--- src/rtl/ce_pkg.sv ---
package ce_pkg;
  localparam int DEV_W_DEF = 2;

  // Enable-line events seen in one cycle
  typedef struct packed {
    logic start;
    logic done;
    logic hold_we;
    logic hold_d;
  } ce_evt_t;
endpackage

--- src/rtl/ce_idx_check.sv ---
module ce_idx_check #(
  parameter int DEV_W = 2
) (
  input  logic [DEV_W-1:0] idx,
  input  logic [DEV_W-1:0] count,
  input  logic             card_en,
  output logic             ok
);
  localparam int NUM_DEV = 1 << DEV_W;
  localparam logic [DEV_W-1:0] CARD_IDX = DEV_W'(NUM_DEV - 1);

  // With the card slot on, the top index is the card and flash devices are
  // the indices below the count; otherwise flash devices are 0..count.
  function automatic logic idx_legal(input logic [DEV_W-1:0] i,
                                     input logic [DEV_W-1:0] n,
                                     input logic card);
    if (card) return (i == CARD_IDX) || (i < n);
    return i <= n;
  endfunction

  assign ok = idx_legal(idx, count, card_en);
endmodule

--- src/rtl/ce_sel_reg.sv ---
module ce_sel_reg #(
  parameter int DEV_W = 2
) (
  input  logic             clk,
  input  logic             rst_n,
  input  logic             req,
  input  logic [DEV_W-1:0] idx,
  input  logic             idx_ok,
  output logic [DEV_W-1:0] sel_q,
  output logic             err_q
);
  logic accept;
  logic reject;

  assign accept = req && idx_ok;
  assign reject = req && !idx_ok;

  always_ff @(posedge clk or negedge rst_n) begin
    if (!rst_n) begin
      sel_q <= '0;
      err_q <= 1'b0;
    end else begin
      if (accept) sel_q <= idx;
      err_q <= reject;
    end
  end

  // rejected request keeps the selection and flags once
  p_reject_keep_r9: assert property (@(posedge clk) disable iff (!rst_n)
    reject |=> (err_q && $stable(sel_q)));
  p_err_cause_r9: assert property (@(posedge clk) disable iff (!rst_n)
    err_q |-> $past(reject));
endmodule

--- src/rtl/ce_hold_state.sv ---
module ce_hold_state
  import ce_pkg::*;
(
  input  logic    clk,
  input  logic    rst_n,
  input  ce_evt_t evt,
  output logic    hold_q,
  output logic    on_q
);
  logic hold_nxt;
  logic hold_set;

  assign hold_nxt = evt.hold_we ? evt.hold_d : hold_q;
  assign hold_set = evt.hold_we && evt.hold_d;

  always_ff @(posedge clk or negedge rst_n) begin
    if (!rst_n) begin
      hold_q <= 1'b0;
      on_q   <= 1'b0;
    end else begin
      hold_q <= hold_nxt;
      if (evt.start || hold_set) on_q <= 1'b1;      // start has priority
      else if (evt.done)         on_q <= hold_nxt;  // held line survives done
    end
  end

  // a set hold bit always keeps the enable asserted
  p_hold_keeps_on_r4: assert property (@(posedge clk) disable iff (!rst_n)
    hold_q |-> on_q);
  // start wins over a simultaneous done
  p_start_wins_r11: assert property (@(posedge clk) disable iff (!rst_n)
    (evt.start && evt.done) |=> on_q);
endmodule

--- src/rtl/ce_line_drv.sv ---
module ce_line_drv #(
  parameter int DEV_W = 2
) (
  input  logic                     clk,
  input  logic                     rst_n,
  input  logic                     on,
  input  logic [DEV_W-1:0]         sel,
  output logic [(1<<DEV_W)-1:0]    ce_n
);
  localparam int NUM_DEV = 1 << DEV_W;

  for (genvar d = 0; d < NUM_DEV; d++) begin : g_line
    assign ce_n[d] = !(on && (sel == DEV_W'(d)));
  end

  // never two devices enabled together
  p_single_low_r10: assert property (@(posedge clk) disable iff (!rst_n)
    $countones(~ce_n) <= 1);
endmodule

--- src/rtl/ce_select_ctrl.sv ---
module ce_select_ctrl
  import ce_pkg::*;
#(
  parameter int DEV_W = ce_pkg::DEV_W_DEF,
  localparam int NUM_DEV = 1 << DEV_W
) (
  input  logic               clk,
  input  logic               rst_n,
  input  logic               sel_req,
  input  logic [DEV_W-1:0]   sel_idx,
  input  logic               hold_we,
  input  logic               hold_d,
  input  logic               cmd_start,
  input  logic               cmd_done,
  input  logic [DEV_W-1:0]   dev_count,
  input  logic               card_en,
  output logic [NUM_DEV-1:0] ce_n,
  output logic               sel_err
);
  logic             idx_ok;
  logic [DEV_W-1:0] sel_q;
  logic             hold_q;
  logic             on_q;
  ce_evt_t          evt;

  assign evt = '{start: cmd_start, done: cmd_done, hold_we: hold_we, hold_d: hold_d};

  ce_idx_check #(.DEV_W(DEV_W)) u_chk (
    .idx(sel_idx), .count(dev_count), .card_en(card_en), .ok(idx_ok));

  ce_sel_reg #(.DEV_W(DEV_W)) u_sel (
    .clk(clk), .rst_n(rst_n), .req(sel_req), .idx(sel_idx),
    .idx_ok(idx_ok), .sel_q(sel_q), .err_q(sel_err));

  ce_hold_state u_hold (
    .clk(clk), .rst_n(rst_n), .evt(evt), .hold_q(hold_q), .on_q(on_q));

  ce_line_drv #(.DEV_W(DEV_W)) u_drv (
    .clk(clk), .rst_n(rst_n), .on(on_q), .sel(sel_q), .ce_n(ce_n));

  // a starting command enables a device
  p_start_low_r2: assert property (@(posedge clk) disable iff (!rst_n)
    cmd_start |=> !(&ce_n));
  // an unheld completion releases every line
  p_done_high_r3: assert property (@(posedge clk) disable iff (!rst_n)
    (cmd_done && !cmd_start && ((hold_we && !hold_d) || (!hold_we && !hold_q)))
    |=> (&ce_n));
  // clearing the hold bit alone never raises an asserted line
  p_clear_no_rise_r6: assert property (@(posedge clk) disable iff (!rst_n)
    (hold_we && !hold_d && !cmd_done && !cmd_start)
    |=> ($countones(~ce_n) == $past($countones(~ce_n))));
endmodule

--- config.mk ---
export PLATFORM = sky130hd
export DESIGN_NAME = ce_select_ctrl
export DESIGN_NICKNAME = d
export VERILOG_FILES = /design/src/rtl/ce_pkg.sv /design/src/rtl/ce_idx_check.sv /design/src/rtl/ce_sel_reg.sv /design/src/rtl/ce_hold_state.sv /design/src/rtl/ce_line_drv.sv /design/src/rtl/ce_select_ctrl.sv
export SDC_FILE = /design/constraint.sdc
export NUM_CORES = 1
export LEC_CHECK = 0
export ABC_AREA = 1
export BUFFER_PORTS_ARGS = -buffer_cell sky130_fd_sc_hd__buf_2
export CORE_AREA = 2 2 39 41
export CTS_BUF_LIST = sky130_fd_sc_hd__clkbuf_8
export DETAILED_ROUTE_END_ITERATION = 10
export DIE_AREA = 0 0 41 43
export SKIP_CTS_REPAIR_TIMING = 1
export SLEW_MARGIN = 20
export SYNTH_ARGS = -nofsm -noshare
export SYNTH_HDL_FRONTEND = slang
export SYNTH_SLANG_ARGS = --single-unit
--- constraint.sdc ---
create_clock -name clk -period 1 [get_ports clk]
set_input_delay 0.1 -clock clk [delete_from_list [all_inputs] [get_ports clk]]
set_output_delay 0.1 -clock clk [all_outputs]
set_load 0.01 [all_outputs]
## After elaboration in Yosys (flattened, before gate mapping)

Cells that the tools add are included.

- Output and inout bits: 5
- Register bits after elaboration: 5

- Multiplexer cells: 6
- Order comparisons: 2
- Eq/ne operators: 4
- Reductions and logical operators: 16

Operators with widths:

| operator | number |
|---|---|
| logical AND 1 bit | 7 |
| == test 2 bit, second input constant | 3 |
| two-way mux 1 bit | 6 |
| zero test 1 bit | 5 |
| == test 2 x 1 -> 1 bit, second input constant | 1 |
| <= comparator 2 bit | 1 |
| zero test 2 bit | 1 |
| logical OR 1 bit | 2 |
| less-than comparator 2 bit | 1 |
| nonzero test 2 bit | 1 |

## Depth between registers and ports, before layout

Gate-level depths: netlist (run 1).

- Depth after elaboration: 6
- Gate-level depth with buffers: 9

## Hierarchy

Synthesis (run 1) repeated with hierarchy kept, for this count alone.

- Cells, all modules: 42
- Area total of the unflattened synthesis: 295.3 um^2

Modules (own cells, without submodules):

| module | cells each | area each (um^2) | instances |
|---|---|---|---|
| ce_sel_reg | 12 | 111.4 | 1 |
| ce_hold_state | 11 | 87.6 | 1 |
| ce_idx_check | 12 | 66.3 | 1 |
| ce_line_drv | 7 | 30.0 | 1 |

## Worst setup path after synthesis (run 1)

OpenSTA, ideal clock, no wires.

- Path type: in2reg
- Start point: input port dev_count[1]
- End point: register u_sel.sel_q[0]
- Path slack: 0.159 ns
- Data arrival time: 0.725 ns
- Required time: 0.883 ns
- Cell stages on the path: 8
- Cell sequence: inv_1 ha_1 nand2_1 nand2_1 nand3_2 nand2_2 nand2_1 nand2_1

- Cells in the longest elaborated chain, start to end: 5
- Elaborated cells on any way between the ends: 6
- Classes of those cells: order compare (2); mux (2); reduce/logical (2)

RTL lines:

| what | line | source |
|---|---|---|
| from (decl) | ce_select_ctrl.sv:15 | `input logic [DEV_W-1:0] dev_count,` |
| less-than comparator 2 bit | ce_idx_check.sv:17 | `if (card) return (i == CARD_IDX) \|\| (i < n);` |
| logical OR 1 bit | ce_idx_check.sv:17 |  |
| two-way mux 1 bit | ce_idx_check.sv:17 |  |
| two-way mux 1 bit * | ce_idx_check.sv:18 | `return i <= n;` |
| logical AND 1 bit * | ce_sel_reg.sv:15 | `assign accept = req && idx_ok;` |
| to (signal assigned) | ce_sel_reg.sv:23 | `if (accept) sel_q <= idx;` |
| to (decl) | ce_sel_reg.sv:9 | `output logic [DEV_W-1:0] sel_q,` |

Every way passes the cells marked *; elsewhere a longest branch is shown, timed or not. The select of a mux whose other input is x is not followed.
A chain may end at the register's enable or synchronous reset.

## Worst setup path after layout (run 1)

- Start point: register u_sel.sel_q[1]
- End point: output port ce_n[1]

- Cells in the longest elaborated chain, start to end: 3

RTL lines:

| what | line | source |
|---|---|---|
| == test 2 x 1 -> 1 bit | ce_line_drv.sv:13 | `assign ce_n[d] = !(on && (sel == DEV_W'(d)));` |
| logical AND 1 bit | ce_line_drv.sv:13 |  |
| zero test 1 bit | ce_line_drv.sv:13 |  |
| to (decl) | ce_select_ctrl.sv:17 | `output logic [NUM_DEV-1:0] ce_n,` |

No other way between the ends.

==> impl_metrics.py, run 1 <==
metrics = {
    "floorplanning": {
        "rows": 14,
        "coreArea_um2": 1380,
        "die_w_um": 41,
        "pin_count": 17,
        "die_h_um": 43,
        "die-area_um2": 1760,
        "start_util_pct": 21.2,
    },
    "worst_hold_path": {
        "min_from": "cmd_start",
        "min_to": "u_hold.on_q",
        "min_path_cells": 3,
        "hold_class": "input pin to flop",
    },
    "clocking": {
        "cts_root_buf": "clkbuf_8",
        "cts_max_level": 1,
        "numCtsBuffers": 3,
        "cts_buffer_depth": 2,
        "cts_sinks": 5,
        "clock_latency_ns": 0.22,
        "clk_pin_slew_ns": 0.04,
        "cts_tree": "done",
    },
    "routing": {
        "dr.pass1.iters": 1,
        "drt_iter0_markers": 0,
        "wl_per_cell_um": 7.20,
        "vias": 311,
        "post_drt_via_cell_ratio": 3.89,
        "drc": 0,
        "drt-total-wl_um": 576,
        "antenna_left": 0,
    },
    "critical_path": {
        "crit_arrival_ns": 0.89,
        "required_ns": 0.90,
        "reg2reg_setup_slack_ns": 0.21,
        "rr_endpoint": "u_hold.on_q",
        "critical_path_class": "flop to output port",
        "rr_worst_depth": 2,
        "r2r-start": "u_hold.on_q",
        "cp-start-kind": "flop",
        "path_max_fanout": 4,
        "endpoint_kind": "output port",
    },
    "timing": {
        "hold_viol_final": 0,
        "fin_crit_sh_pct": 99.1,
        "tightestPinTransition_ns": 0.156,
        "max-slew-margin-rel_pct": 89.5,
        "timing.final.ws_setup_ns": 0.00902,
        "finClkSkew_ns": 0.0000484,
        "whs_ns": 0.107,
        "setup_viol": 0,
        "rsz0062_at_grt": "yes",
        "fin_crit_ns": 0.991,
        "finalMaxSlewViolations": 0,
        "max_freq_mhz": 1010,
    },
    "synthesis": {
        "synth.distinct_cells": 11,
        "ys_warn_count": 0,
        "ys_seq_elements": 5,
        "synth_fp_nets": 53,
        "yosysSeqAreaShare_pct": 42.6,
        "synth_area_per_cell_um2": 7.54,
        "netlist_instances": 39,
        "netlist_area_um2": 294,
    },
    "cells_and_area": {
        "instances_no_fill": 80,
        "final_nets": 79,
        "nFillCells": 159,
        "drive_gt1_share_pct": 42.2,
        "syn2layout_area_growth_pct": 63.0,
        "antennaDiodeCount": 0,
    },
    "placed_design": {
        "hpwl_um": 483,
        "numPortBuffers": 16,
        "dp_cells": 73,
        "gp_congestion": 0.618,
        "dpl_worst_slack_ns": 0.00892,
    },
    "global_route": {
        "grt_usage_pct": 7.98,
        "antenna_found_initial": 0,
        "grt_max_degree": 6,
        "grt_pass1_wl_um": 897,
        "overflow": 0,
        "first_global_vias": 233,
    },
    "power_and_ir_drop": {
        "powerDensity_nw_per_um2": 1660,
        "ir_drop_mv": 0.549,
        "p_leak_nw": 0.285,
    },
    "outcome": {
        "status": "completed",
    },
    "job": {
        "cap_violations": 0,
    },
}
[cell usage after synthesis]
cell	instances	area [µm²]
inv_1	9	33.8
nand2_1	9	33.8
nand3_1	8	40.0
dfrtp_1	5	125
ha_1	2	25.0
a21oi_1	1	5.00
inv_2	1	3.75
nand2_2	1	6.26
nand3_2	1	10.0
nor2_1	1	3.75
o211ai_1	1	7.51
[how the worst max path moves through the flow]
stage,startpoint,slack (ns),to,depth (start not counted)
finish,u_sel.sel_q[1],0.009,ce_n[1],3
floorplan,dev_count[1],0.16,u_sel.sel_q[0],8
detailed placement,sel_idx[1],0.009,u_sel.sel_q[1],8
CTS,u_sel.sel_q[0],-0.008,ce_n[0],3
global route,u_sel.sel_q[0],-0.05,ce_n[2],3
global placement,sel_idx[1],0.01,u_sel.sel_q[1],8
[critical path, stage by stage, from the launching register on]
cell and delay (ns):
dfrtp_1 0.40, inv_1 0.08, nand3_1 0.06, buf_2 0.14
[kinds of logic after synthesis]
group / count (synthesis) / share of synthesized area, %
AOI/OAI and AO/OA: 2 / 4.25
adders and majority gates: 2 / 8.51
buffers and inverters: 10 / 12.8
DFF: 5 / 42.6
and+or+nand+nor: 20 / 31.9
[final cells by class]
cell class / instances / area (µm²) / share of cell area [%]
repair buffers: 21 / 120 / 25.1
multi-input cells: 24 / 131 / 27.4
clock buffers: 3 / 41.3 / 8.62
well taps: 16 / 20.0 / 4.18
inverters: 10 / 37.5 / 7.83
flip-flops and latches: 5 / 125 / 26.1
clock inverters: 1 / 3.75 / 0.783
[power breakdown]
group	leakage, nW	internal, mW	switching (mW)	total [mW]
combinational	0.198	0.0949	0.0908	0.186
sequential	0.0600	0.229	0.0220	0.251
clock	0.0269	0.263	0.0953	0.358
[per-layer routing]
metal  up-vias  track usage [%]  part of all wire (%)
met3         0             4.71                    11
met5         -                0                     0
met2        13             9.38                    42
met4         0             6.00                     0
met1       127             10.2                    46
li1        171                -                     -
[sequential cells by signal, indices dropped and copies added (netlist names)]
| register | cells |
|---|---|
| u_hold.hold_q | 1 |
| u_hold.on_q | 1 |
| u_sel.err_q | 1 |
| u_sel.sel_q | 2 |
[metrics by stage]
stage / total power, mW / setup TNS, ns / cell area, µm² / utilization, %
final: 0.795 / 0 / 479 / 34.6
after global routing: 0.856 / -0.109 / 479 / 34.6
after CTS: 0.778 / -0.0135 / 454 / 32.8
after detailed placement: 0.415 / 0 / 409 / 29.6
after global placement: 0.409 / 0 / 409 / 29.6
after floorplan: 0.338 / 0 / 294 / -
[cell usage in the layout, fill, tap and decap left out]
master         instances
o211ai_1               1
nand3_2                1
buf_2                 16
nand3_1                8
ha_1                   2
dfrtp_1                5
nand2_2                1
nor2_1                 1
a21oi_1                1
inv_1                  9
clkbuf_8               3
dlygate4sd3_1          1
buf_4                  4
inv_2                  2
nand2_1                9
No activity file was read; power rests on OpenSTA's default activity.
==> run 2, diff against run 1 <==
==> constraint.sdc (replaced) <==
create_clock -name clk -period 1 [get_ports clk]
set_input_delay 0.05 -clock clk [delete_from_list [all_inputs] [get_ports clk]]
set_output_delay 0.05 -clock clk [all_outputs]
set_load 0.01 [all_outputs]
==> impl_metrics.py, run 2 (synthesized netlist as in run 1, its figures left out) <==
metrics = {
    "cells_and_area": {
        "antennaDiodeCount": 0,
        "final-seq-area_um2": 125,
        "instances_no_fill": 78,
        "drive_gt1_share_pct": 40.3,
        "largest_reg_flops": 2,
        "final_common_cell": "buf_2",
        "postLayoutCellArea_um2": 464,
        "final_nets": 77,
        "syn2layout_area_growth_pct": 57.9,
        "multi_input_area_um2": 131,
        "layout_common_cells": "buf_2 (16), inv_1 (9), nand2_1 (9), nand3_1 (8), dfrtp_1 (5)",
        "top_register": "u_sel.sel_q",
        "nFillCells": 154,
    },
    "routing": {
        "wl_met1_um": 246,
        "antenna_left": 0,
        "dr.pass1.iters": 2,
        "vias": 328,
        "drc": 0,
        "wl_per_cell_um": 7.19,
        "dr_wl_met3_um": 62,
        "wl_met2_um": 252,
        "top_layer": "met3",
        "drt_iter0_markers": 1,
        "drt-total-wl_um": 561,
        "post_drt_via_cell_ratio": 4.21,
    },
    "timing": {
        "max-slew-margin-rel_pct": 89.7,
        "fin_crit_sh_pct": 94.5,
        "whs_ns": 0.0552,
        "rsz0062_at_grt": "yes",
        "hold_viol_final": 0,
        "max_freq_mhz": 1060,
        "setup_tns_ns": 0,
        "finClkSkew_ns": 0.00000688,
        "tightestPinTransition_ns": 0.154,
        "fin_crit_ns": 0.945,
        "finalMaxSlewViolations": 0,
        "setup_viol": 0,
    },
    "floorplanning": {
        "rows": 14,
        "die-area_um2": 1760,
        "start_util_pct": 21.2,
        "die_h_um": 43,
        "pin_count": 17,
        "die_w_um": 41,
        "coreArea_um2": 1380,
    },
    "global_route": {
        "first_global_vias": 253,
        "grt_usage_pct": 8.99,
        "overflow": 0,
        "antenna_found_initial": 0,
        "grt_pass1_wl_um": 959,
        "grt_max_degree": 6,
    },
    "power_and_ir_drop": {
        "ir_drop_mv": 0.452,
        "powerDensity_nw_per_um2": 1680,
        "p_leak_nw": 0.275,
    },
    "job": {
        "cap_violations": 0,
    },
    "critical_path": {
        "crit_arrival_ns": 0.90,
        "path_max_fanout": 4,
        "reg2reg_setup_slack_ns": 0.22,
        "cp-start-kind": "flop",
        "endpoint_kind": "output port",
        "critical_path_class": "flop to output port",
        "required_ns": 0.95,
    },
    "clocking": {
        "cts_root_buf": "clkbuf_8",
        "cts_buffer_depth": 2,
        "cts_max_level": 1,
        "clock_latency_ns": 0.22,
        "clk_pin_slew_ns": 0.03,
        "cts_tree": "done",
        "cts_sinks": 5,
        "numCtsBuffers": 3,
    },
    "placed_design": {
        "gp_congestion": 0.620,
        "hpwl_um": 476,
        "dp_cells": 71,
        "place_area_um2": 394,
        "numPortBuffers": 16,
    },
    "worst_hold_path": {
        "hold_class": "input pin to flop",
    },
    "outcome": {
        "status": "completed",
    },
}
[run 2: through the flow]
| stage | power [mW] | util (%) | setup slack (ns) |
|---|---|---|---|
| after floorplan | 0.338 | - | 0.209 |
| after global placement | 0.405 | 28.5 | 0.0359 |
| after detailed placement | 0.409 | 28.5 | 0.0354 |
| after CTS | 0.774 | 31.7 | 0.0339 |
| after global routing | 0.856 | 33.5 | -0.00898 |
| final | 0.782 | 33.5 | 0.0547 |
[run 2: power breakdown]
| part | internal, mW | switching (mW) |
|---|---|---|
| combinational | 0.0899 | 0.0885 |
| clock | 0.262 | 0.0902 |
| sequential | 0.229 | 0.0221 |
| total | 0.581 | 0.201 |
[run 2: path summary, 6_finish.rpt]
path | depth (start not counted) | endpoint | from
hold / removal | 3 | u_hold.on_q | cmd_start
setup / recovery | 3 | ce_n[0] | u_sel.sel_q[0]
max in group asynchronous | 2 | u_sel.sel_q[0] | rst_n
hold reg to reg | 2 | u_hold.hold_q | u_hold.hold_q
setup reg to reg | 2 | u_hold.on_q | u_hold.on_q
min in group asynchronous | 2 | u_sel.err_q | rst_n
[run 2: critical path, cell delays in order (launching register included)]
cell	delay [ns]
dfrtp_1	0.40
inv_1	0.08
nand3_1	0.07
buf_2	0.14
[run 2: cell type report]
| cell class | instances | share of cell area, % |
|---|---|---|
| Clock inverter | 1 | 0.809 |
| Clock buffer | 3 | 8.89 |
| Tap cell | 16 | 4.31 |
| Sequential cell | 5 | 27.0 |
| Multi-Input combinational cell | 24 | 28.3 |
| Inverter | 10 | 8.09 |
| Timing Repair Buffer | 19 | 22.6 |
[run 2: routing by layer]
metal	track usage, %	up-vias
li1	-	168
met1	9.18	147
met2	10.6	13
met3	7.85	0
met4	8.00	0
met5	0	-
